--- config.mk ---
export PLATFORM = sky130hd
export DESIGN_NAME = comma_aligner
export DESIGN_NICKNAME = d
export VERILOG_FILES = /design/src/rtl/comma_align_pkg.sv /design/src/rtl/comma_scan.sv /design/src/rtl/char_slice.sv /design/src/rtl/comma_aligner.sv
export SDC_FILE = /design/constraint.sdc
export NUM_CORES = 1
export LEC_CHECK = 0
export BUFFER_PORTS_ARGS = -buffer_cell sky130_fd_sc_hd__buf_2
export CORE_UTILIZATION = 55
export CTS_BUF_LIST = sky130_fd_sc_hd__clkbuf_4
export DETAILED_ROUTE_END_ITERATION = 12
export GPL_ROUTABILITY_DRIVEN = 0
export PLACE_DENSITY = 0.74
export SKIP_LAST_GASP = 1
export SYNTH_ARGS = -nofsm -noshare
export SYNTH_HDL_FRONTEND = slang
export SYNTH_SLANG_ARGS = --single-unit
--- constraint.sdc ---
create_clock -name clk -period 1.1 [get_ports clk]
set_input_delay 0 -clock clk [delete_from_list [all_inputs] [get_ports clk]]
set_output_delay 0 -clock clk [all_outputs]
set_load 0.02 [all_outputs]
--- src/rtl/comma_align_pkg.sv ---
package comma_align_pkg;
  // Default character and comma widths
  localparam int DEF_CHAR_W  = 10;
  localparam int DEF_COMMA_W = 7;
  // Comma written as a number: bit 0 is first on the line (0,0,1,1,1,1,1)
  localparam logic [DEF_COMMA_W-1:0] DEF_COMMA_PAT = 7'b1111100;
endpackage

--- src/rtl/comma_scan.sv ---
module comma_scan #(
  parameter int CHAR_W  = 10,
  parameter int COMMA_W = 7,
  parameter logic [COMMA_W-1:0] COMMA_PAT = '0,
  parameter int OFF_W   = 4,
  localparam int SCAN_W = CHAR_W + COMMA_W - 1
) (
  input  logic [SCAN_W-1:0] win,
  output logic              hit,
  output logic [OFF_W-1:0]  hit_off
);
  logic [CHAR_W-1:0] match;

  // One comparator per candidate offset, both polarities
  for (genvar g = 0; g < CHAR_W; g++) begin : g_off
    assign match[g] = (win[g +: COMMA_W] == COMMA_PAT) ||
                      (win[g +: COMMA_W] == ~COMMA_PAT);
  end

  // Lowest matching offset wins
  always_comb begin
    hit_off = '0;
    for (int k = CHAR_W - 1; k >= 0; k--) begin
      if (match[k]) hit_off = OFF_W'(k);
    end
    hit = |match;
  end
endmodule

--- src/rtl/char_slice.sv ---
module char_slice #(
  parameter int CHAR_W = 10,
  parameter int OFF_W  = 4
) (
  input  logic [2*CHAR_W-2:0] win,
  input  logic [OFF_W-1:0]    off,
  output logic [CHAR_W-1:0]   char_o
);
  always_comb begin
    char_o = win[CHAR_W-1:0];
    for (int k = 1; k < CHAR_W; k++) begin
      if (off == OFF_W'(k)) char_o = win[k +: CHAR_W];
    end
  end
endmodule

--- src/rtl/comma_aligner.sv ---
module comma_aligner
  import comma_align_pkg::*;
#(
  parameter int CHAR_W  = DEF_CHAR_W,
  parameter int COMMA_W = DEF_COMMA_W,
  parameter logic [COMMA_W-1:0] COMMA_PAT = COMMA_W'(DEF_COMMA_PAT)
) (
  input  logic              clk,
  input  logic              rst_n,
  input  logic [CHAR_W-1:0] rx_chunk,
  input  logic              enc_mode,
  input  logic              comma_en,
  output logic [CHAR_W-1:0] char_out,
  output logic              char_valid,
  output logic              realign
);
  localparam int OFF_W  = $clog2(CHAR_W);
  localparam int WIN_W  = 2 * CHAR_W - 1;
  localparam int SCAN_W = CHAR_W + COMMA_W - 1;

  // Reset: asserted asynchronously, released on the clock
  logic [1:0] rst_pipe;
  logic       rst_sync_n;

  always_ff @(posedge clk or negedge rst_n) begin
    if (!rst_n) rst_pipe <= '0;
    else        rst_pipe <= {rst_pipe[0], 1'b1};
  end
  assign rst_sync_n = rst_pipe[1];

  // State
  logic [CHAR_W-1:0] prev_q, prev_d;
  logic [OFF_W-1:0]  off_q, off_d;
  logic [CHAR_W-1:0] char_q, char_d;
  logic              valid_q, valid_d;
  logic              realign_q, realign_d;

  // Window: earlier chunk in the low bits; top bit of the current chunk
  // only matters once it moves into prev_q
  logic [WIN_W-1:0]  win;
  logic              hit;
  logic [OFF_W-1:0]  hit_off;
  logic              align_on;
  logic              shift_req;
  logic              load_en;

  assign win = {rx_chunk[CHAR_W-2:0], prev_q};

  comma_scan #(
    .CHAR_W(CHAR_W), .COMMA_W(COMMA_W), .COMMA_PAT(COMMA_PAT), .OFF_W(OFF_W)
  ) scan_i (
    .win    (win[SCAN_W-1:0]),
    .hit    (hit),
    .hit_off(hit_off)
  );

  char_slice #(.CHAR_W(CHAR_W), .OFF_W(OFF_W)) slice_i (
    .win   (win),
    .off   (off_d),
    .char_o(char_d)
  );

  // Next state
  always_comb begin
    load_en   = 1'b1;                 // a new chunk arrives every cycle
    align_on  = enc_mode | comma_en;
    shift_req = align_on && hit && (hit_off != off_q);
    off_d     = shift_req ? hit_off : off_q;
    prev_d    = rx_chunk;
    valid_d   = !shift_req;
    realign_d = shift_req;
  end

  // Registers
  always_ff @(posedge clk or negedge rst_sync_n) begin
    if (!rst_sync_n) begin
      prev_q    <= '0;
      off_q     <= '0;
      char_q    <= '0;
      valid_q   <= 1'b0;
      realign_q <= 1'b0;
    end else if (load_en) begin
      prev_q    <= prev_d;
      off_q     <= off_d;
      char_q    <= char_d;
      valid_q   <= valid_d;
      realign_q <= realign_d;
    end
  end

  assign char_out   = char_q;
  assign char_valid = valid_q;
  assign realign    = realign_q;
endmodule

# [Word-level counts from Yosys, hierarchy flattened]
# Cells that the tools add are included.
[totals] elab_cells=71 out_inout_bits=12 reg_bits=28 in_bits=14
[classes] n_eq_ne=30 mux=20 bitwise_logic=1 n_reduce_logical=14
[op_table] operator="$mux 10" n=9
[op_table] operator="$eq 7x2->1 const B" n=10
[op_table] operator="$eq 7x7->1 const B" n=10
[op_table] operator="$mux 4" n=11
[op_table] operator="$eq 4x3->1 const B" n=4
[op_table] operator="$logic_or 1x1->1" n=10
[op_table] operator="$reduce_or 10->1" n=1
[op_table] operator="$eq 4x2->1 const B" n=2
[op_table] operator="$eq 4x4->1 const B" n=2
[op_table] operator="$eq 4x1->1 const B" n=1
[op_table] operator="$ne 4x4->1" n=1
[op_table] operator="$logic_and 1x1->1" n=2
[op_table] operator="$logic_not 1->1" n=1
[op_table] operator="$or 1x1->1" n=1

# [Depth between registers and ports, before layout]
[depth] depth_word=25 ltp_mapped=15 ltp_nobuf=11

# [Cells and area by module]
# A second synthesis with hierarchy kept.
[hier_totals] cells_unflattened=336 area_unflattened_um2=2638.8
[modules_own_cells] module="char_slice" area_each_um2=1346.3 seq_area_each_um2=0.0 cells_each=220 instances=1
[modules_own_cells] module="comma_aligner" area_each_um2=820.8 seq_area_each_um2=700.7 cells_each=40 instances=1
[modules_own_cells] module="comma_scan" area_each_um2=471.7 seq_area_each_um2=0.0 cells_each=76 instances=1

# [Worst setup path before layout]
# Ideal clock, no wire load.
[synth_path] path_type="flip-flop to flip-flop" startpoint="register prev_q[6]" endpoint="register char_q[7] (netlist: char_out[7])" n_path_buf=2 setup_time_ns=0.124 required_ns=0.976 arrival_ns=2.915 slack_ns=-1.939 synth_period_minus_slack_ns=3.039 path_stages_with_launch=13 cell_sequence="dfrtp_1 -> buf_6 -> or4_4 -> a211oi_2 -> a21oi_2 -> o21a_4 -> a31oi_4 -> mux2i_1 -> buf_2 -> nand2_1 -> a2bb2oi_1 -> o221a_1 -> o31a_1"
[synth_between] elab_chain_len=22 word_cells_on_any_way=51 cone_classes="eq/ne: 24; mux: 17; reduce/logical: 10"
[synth_lines] element="start, declared" line_no="comma_aligner.sv:32" source="logic [CHAR_W-1:0] prev_q, prev_d;"
[synth_lines] element="start signal, assigned" line_no="comma_aligner.sv:83" source="prev_q <= prev_d;"
[synth_lines] element="$eq 7x7->1 / $eq 7x2->1 (equally long branches)" line_no="comma_scan.sv:16, comma_scan.sv:17"
[synth_lines] element="$logic_or 1x1->1" line_no="comma_scan.sv:16" source="assign match[g] = (win[g +: COMMA_W] == COMMA_PAT) ||"
[synth_lines] element="$mux 4 (7 in a row)" line_no="comma_scan.sv:24" source="if (match[k]) hit_off = OFF_W'(k);"
[synth_lines] element="$ne 4x4->1" line_no="comma_aligner.sv:67" source="shift_req = align_on && hit && (hit_off != off_q);"
[synth_lines] element="$logic_and 1x1->1" line_no="comma_aligner.sv:67"
[synth_lines] element="$mux 4 (*)" line_no="comma_aligner.sv:68" source="off_d = shift_req ? hit_off : off_q;"
[synth_lines] element="$eq 4x1->1" line_no="char_slice.sv:12" source="if (off == OFF_W'(k)) char_o = win[k +: CHAR_W];"
[synth_lines] element="$mux 10 (8 in a row)" line_no="char_slice.sv:12"
[synth_lines] element="$mux 10 (*)" line_no="char_slice.sv:12"
[synth_lines] element="named net char_d[7]" line_no="comma_aligner.sv:34" source="logic [CHAR_W-1:0] char_q, char_d;"
[synth_lines] element="end signal, assigned" line_no="comma_aligner.sv:85" source="char_q <= char_d;"
[synth_lines] element="end, declared" line_no="comma_aligner.sv:34"
# Mark *: on every way through the listed nets, which the timed path passes. The rest lies on a longest branch.

# [Worst setup path after layout]
[layout_path] startpoint="register prev_q[8]" endpoint="register char_q[2] (netlist: char_out[2])"
[layout_between] elab_chain_len=24 word_cells_on_any_way=53 cone_classes="eq/ne: 24; mux: 19; reduce/logical: 10"
[layout_lines] element="$eq 7x7->1 / $eq 7x2->1 (equally long branches)" line_no="comma_scan.sv:16, comma_scan.sv:17"
[layout_lines] element="$logic_or 1x1->1" line_no="comma_scan.sv:16"
[layout_lines] element="$mux 4 (9 in a row)" line_no="comma_scan.sv:24"
[layout_lines] element="$ne 4x4->1" line_no="comma_aligner.sv:67"
[layout_lines] element="$logic_and 1x1->1" line_no="comma_aligner.sv:67"
[layout_lines] element="$mux 4" line_no="comma_aligner.sv:68"
[layout_lines] element="$eq 4x1->1" line_no="char_slice.sv:12"
[layout_lines] element="$mux 10 (8 in a row)" line_no="char_slice.sv:12"
[layout_lines] element="$mux 10 (*)" line_no="char_slice.sv:12"
[layout_lines] element="named net char_d[2]" line_no="comma_aligner.sv:34"
# Marked as above.

==> results.sh <==
export IMPL_dieArea_um2=5430
export IMPL_switching_share_pct=41.5
export IMPL_whs_endpoint="prev_q[0]"
export IMPL_cp_max_fo=5
export IMPL_synth_cell_types=89
export IMPL_grt_overflow=0
export IMPL_postSynthCellCount=307
export IMPL_synth_top_cell_area_share_pct=24.8
export IMPL_cts_tree="built"
export IMPL_leakage_nw=1.72
export IMPL_pwr_share_seq_pct=28.6
export IMPL_layout_nets=441
export IMPL_grt_usage_pct=40.2
export IMPL_ys_seq_area_share_pct=24.8
export IMPL_die_y_um=73.7
export IMPL_vias=3437
export IMPL_netSwitchingPower_mw=1.87
export IMPL_yosysTopAreaCell="dfrtp_1"
export IMPL_yosys_top_cells_area="dfrtp_1, buf_6, mux2i_1"
export IMPL_slew_viol_final=0
export IMPL_cp_arrival_ps=3550
export IMPL_r2r_end="char_out[2]"
export IMPL_grt_max_degree=27
export IMPL_grt_pass1_wl_mm=16.3
export IMPL_io_buffers=25
export IMPL_grt_setup_unrepaired="true"
export IMPL_fin_crit_sh_pct=298
export IMPL_postRouteAntennaNets=0
export IMPL_comb_power_share_pct=55.5
export IMPL_timing_slew_headroom_pct=49.2
export IMPL_hold_class="input pin to register"
export IMPL_synth_edf_count=0
export IMPL_grt_pass1_vias=3340
export IMPL_criticalPathCategory="register to register"
export IMPL_holdCritStartpoint="rx_chunk[0]"
export IMPL_total_power_mw=4.51
export IMPL_antenna_found_initial=0
export IMPL_clk_pin_slew_ps=170
export IMPL_cts_buffers=3
export IMPL_drt_pass1_iterations=5
export IMPL_r2r_start="prev_q[8]"
export IMPL_p_int_mw=2.64
export IMPL_r2r_cells=11
export IMPL_die_w_um=73.7
export IMPL_async_flop_share_pct=100
export IMPL_final_hold_violation_count=0
export IMPL_clk_latency_ps=340
export IMPL_wire_per_inst_um=22.5
export IMPL_ys_warn_count=0
export IMPL_synth_seq_cells=28
export IMPL_drc=0
export IMPL_cts_sinks=28
export IMPL_htree_levels=1
export IMPL_fmax_mhz=305
export IMPL_vias_per_cell=6.97
export IMPL_synth_area_um2=2830
export IMPL_post_place_ws_ps=-2070
export IMPL_cts_root_buf="clkbuf_4"
export IMPL_fin_ws_ps=-2180
export IMPL_core_region_area_um2=4850
export IMPL_holdPathStages=2
export IMPL_ios=26
export IMPL_finalSetupViolCount=16
export IMPL_synth_nets=321
export IMPL_antennaDiodeCount=0
export IMPL_r2r_setup_slack_ps=-2180
export IMPL_clockBufferDepth=2
export IMPL_layout_drive_gt1_share_pct=47.7
export IMPL_endpoint_kind="register"
export IMPL_initial_utilization_pct=58.3
export IMPL_pwr_share_clk_pct=15.9
export IMPL_p_per_area_nw_per_um2=1120
export IMPL_clock_skew_ps=8.14
export IMPL_worstSetupStartpointType="register"
export IMPL_cap_violations=0
export IMPL_vdd_drop_max_mv=0.915
export IMPL_dp_final_hpwl_mm=6.85
export IMPL_status="complete, but fails checks"
export IMPL_syn2layout_area_growth_pct=42.3
export IMPL_synth_main_ff_cell="dfrtp_1"
export IMPL_cp_data_required_time_ps=1370
export IMPL_failed_checks="setup timing"
export IMPL_min_period_ps=3280
export IMPL_core_rowCount=25
export IMPL_totalNegativeSetupSlack_ps=-28710
export IMPL_postRouteWirelength_mm=11.1
export IMPL_post_synth_cell_area_avg_um2=9.21
export IMPL_drt_iter0_drc=447
export IMPL_tightest_slew_ps=757
==> state kept, by name, indices dropped and copies added (netlist names) <==
name        cells
char_out       10
char_valid      1
off_q           4
prev_q         10
realign         1
rst_pipe        2
==> worst max-delay path by stage <==
stage,to,from,depth (start not counted)
6_report,char_out[2],prev_q[8],11
3_3_place_gp,char_out[0],prev_q[8],10
5_1_grt,char_out[2],prev_q[8],11
4_1_cts,char_out[0],prev_q[8],10
2_1_floorplan,char_out[6],prev_q[5],11
3_5_place_dp,char_out[7],prev_q[4],10
==> power groups by stage <==
stage	registers, mW	logic, mW	clock network, mW
finish	1.29	2.51	0.719
global route	1.30	2.60	0.755
CTS	1.28	2.29	0.728
detailed placement	1.29	2.08	0
global placement	1.30	2.05	0
floorplan	1.47	1.19	0
==> cells in the mapped netlist, types with 3 or more instances <==
| master | n |
|---|---|
| dfrtp_1 | 28 |
| nand2_1 | 23 |
| nor2_1 | 17 |
| o21ai_0 | 17 |
| buf_6 | 11 |
| mux2i_1 | 11 |
| nor3_1 | 11 |
| a21oi_1 | 10 |
| nand3_1 | 10 |
| a31oi_1 | 7 |
| o211ai_1 | 7 |
| and3_1 | 6 |
| a211oi_1 | 5 |
| a2bb2oi_1 | 5 |
| buf_2 | 5 |
| nand3b_1 | 5 |
| o2111ai_1 | 5 |
| o31a_1 | 5 |
| o31ai_1 | 5 |
| a211o_1 | 4 |
| a311oi_1 | 4 |
| buf_4 | 4 |
| o22ai_1 | 4 |
| a21boi_4 | 3 |
| a32oi_1 | 3 |
| and2_1 | 3 |
| clkbuf_1 | 3 |
| inv_1 | 3 |
| nand2b_1 | 3 |
| nor2_4 | 3 |
| o221a_1 | 3 |
| o221ai_1 | 3 |
==> worst max-delay path, cell delays in order (launching register included) <==
cell       delay (ps)
dfrtp_2           470
or4_4             590
a211oi_4          250
a21oi_4           130
a2bb2oi_4         200
xor2_2            120
a311oi_4          520
nor3_4            120
buf_6             160
o211ai_1          240
o2111ai_1         180
a31oi_1           240
==> metrics by stage <==
stage	cells	util, %	hold WS (ps)	cell area, µm²
4_1_cts	491	80.2	14.6	3890
6_report	493	83.0	25.1	4020
5_1_grt	493	83.0	1.30	4020
2_1_floorplan	307	-	-296	2890
3_3_place_gp	465	73.5	-215	3560
3_5_place_dp	465	73.5	-214	3560
==> area by class of cell <==
cell class	instances	area, µm²
Multi-Input combinational cell	250	2110
Timing Repair Buffer	138	1040
Fill cell	259	825
Sequential cell	28	707
Tap cell	67	83.8
Inverter	6	32.5
Clock inverter	1	30.0
Clock buffer	3	22.5
==> routing by layer <==
metal  routed length (µm)  GRT usage (%)  share of wire (%)
met5                    0              0                  0
met2                 5000           66.5                 45
met1                 3830           46.2                 35
met3                 1440           11.8                 13
met4                  822           22.9                7.4
==> repair_timing <==
action | in CTS | in global routing
resized for setup | 22 | 25
endpoints found under the hold margin | 10 | 0
gates cloned | 1 | 0
endpoints found under the setup margin | 16 | 16
setup buffers | 11 | 3
hold buffers | 10 | 0
pin swaps | 15 | 23
==> cells in the final DEF (no fill, tap or decap), types with 6 or more instances in the layout <==
master,n
a21oi_1,9
a31oi_1,7
and3_1,6
buf_2,25
buf_4,94
buf_6,8
dfrtp_1,23
dlygate4sd3_1,10
mux2i_1,10
nand2_1,21
nand3_1,9
nor2_1,17
nor3_1,6
o211ai_1,7
o21ai_0,12
==> cell families (layout without fill, tap and decap cells) <==
| group | after synthesis | count (layout) | share of synthesized area [%] |
|---|---|---|---|
| buffers and inverters | 30 | 148 | 8.50 |
| other | 1 | 1 | 0.133 |
| muxes | 13 | 13 | 4.69 |
| and+or+nand+nor | 111 | 112 | 23.8 |
| xor gates and xnor gates | 1 | 1 | 0.310 |
| AOI/OAI and AO/OA | 123 | 123 | 37.8 |
| DFF | 28 | 28 | 24.8 |
No activity file was read; power rests on OpenSTA's default activity.
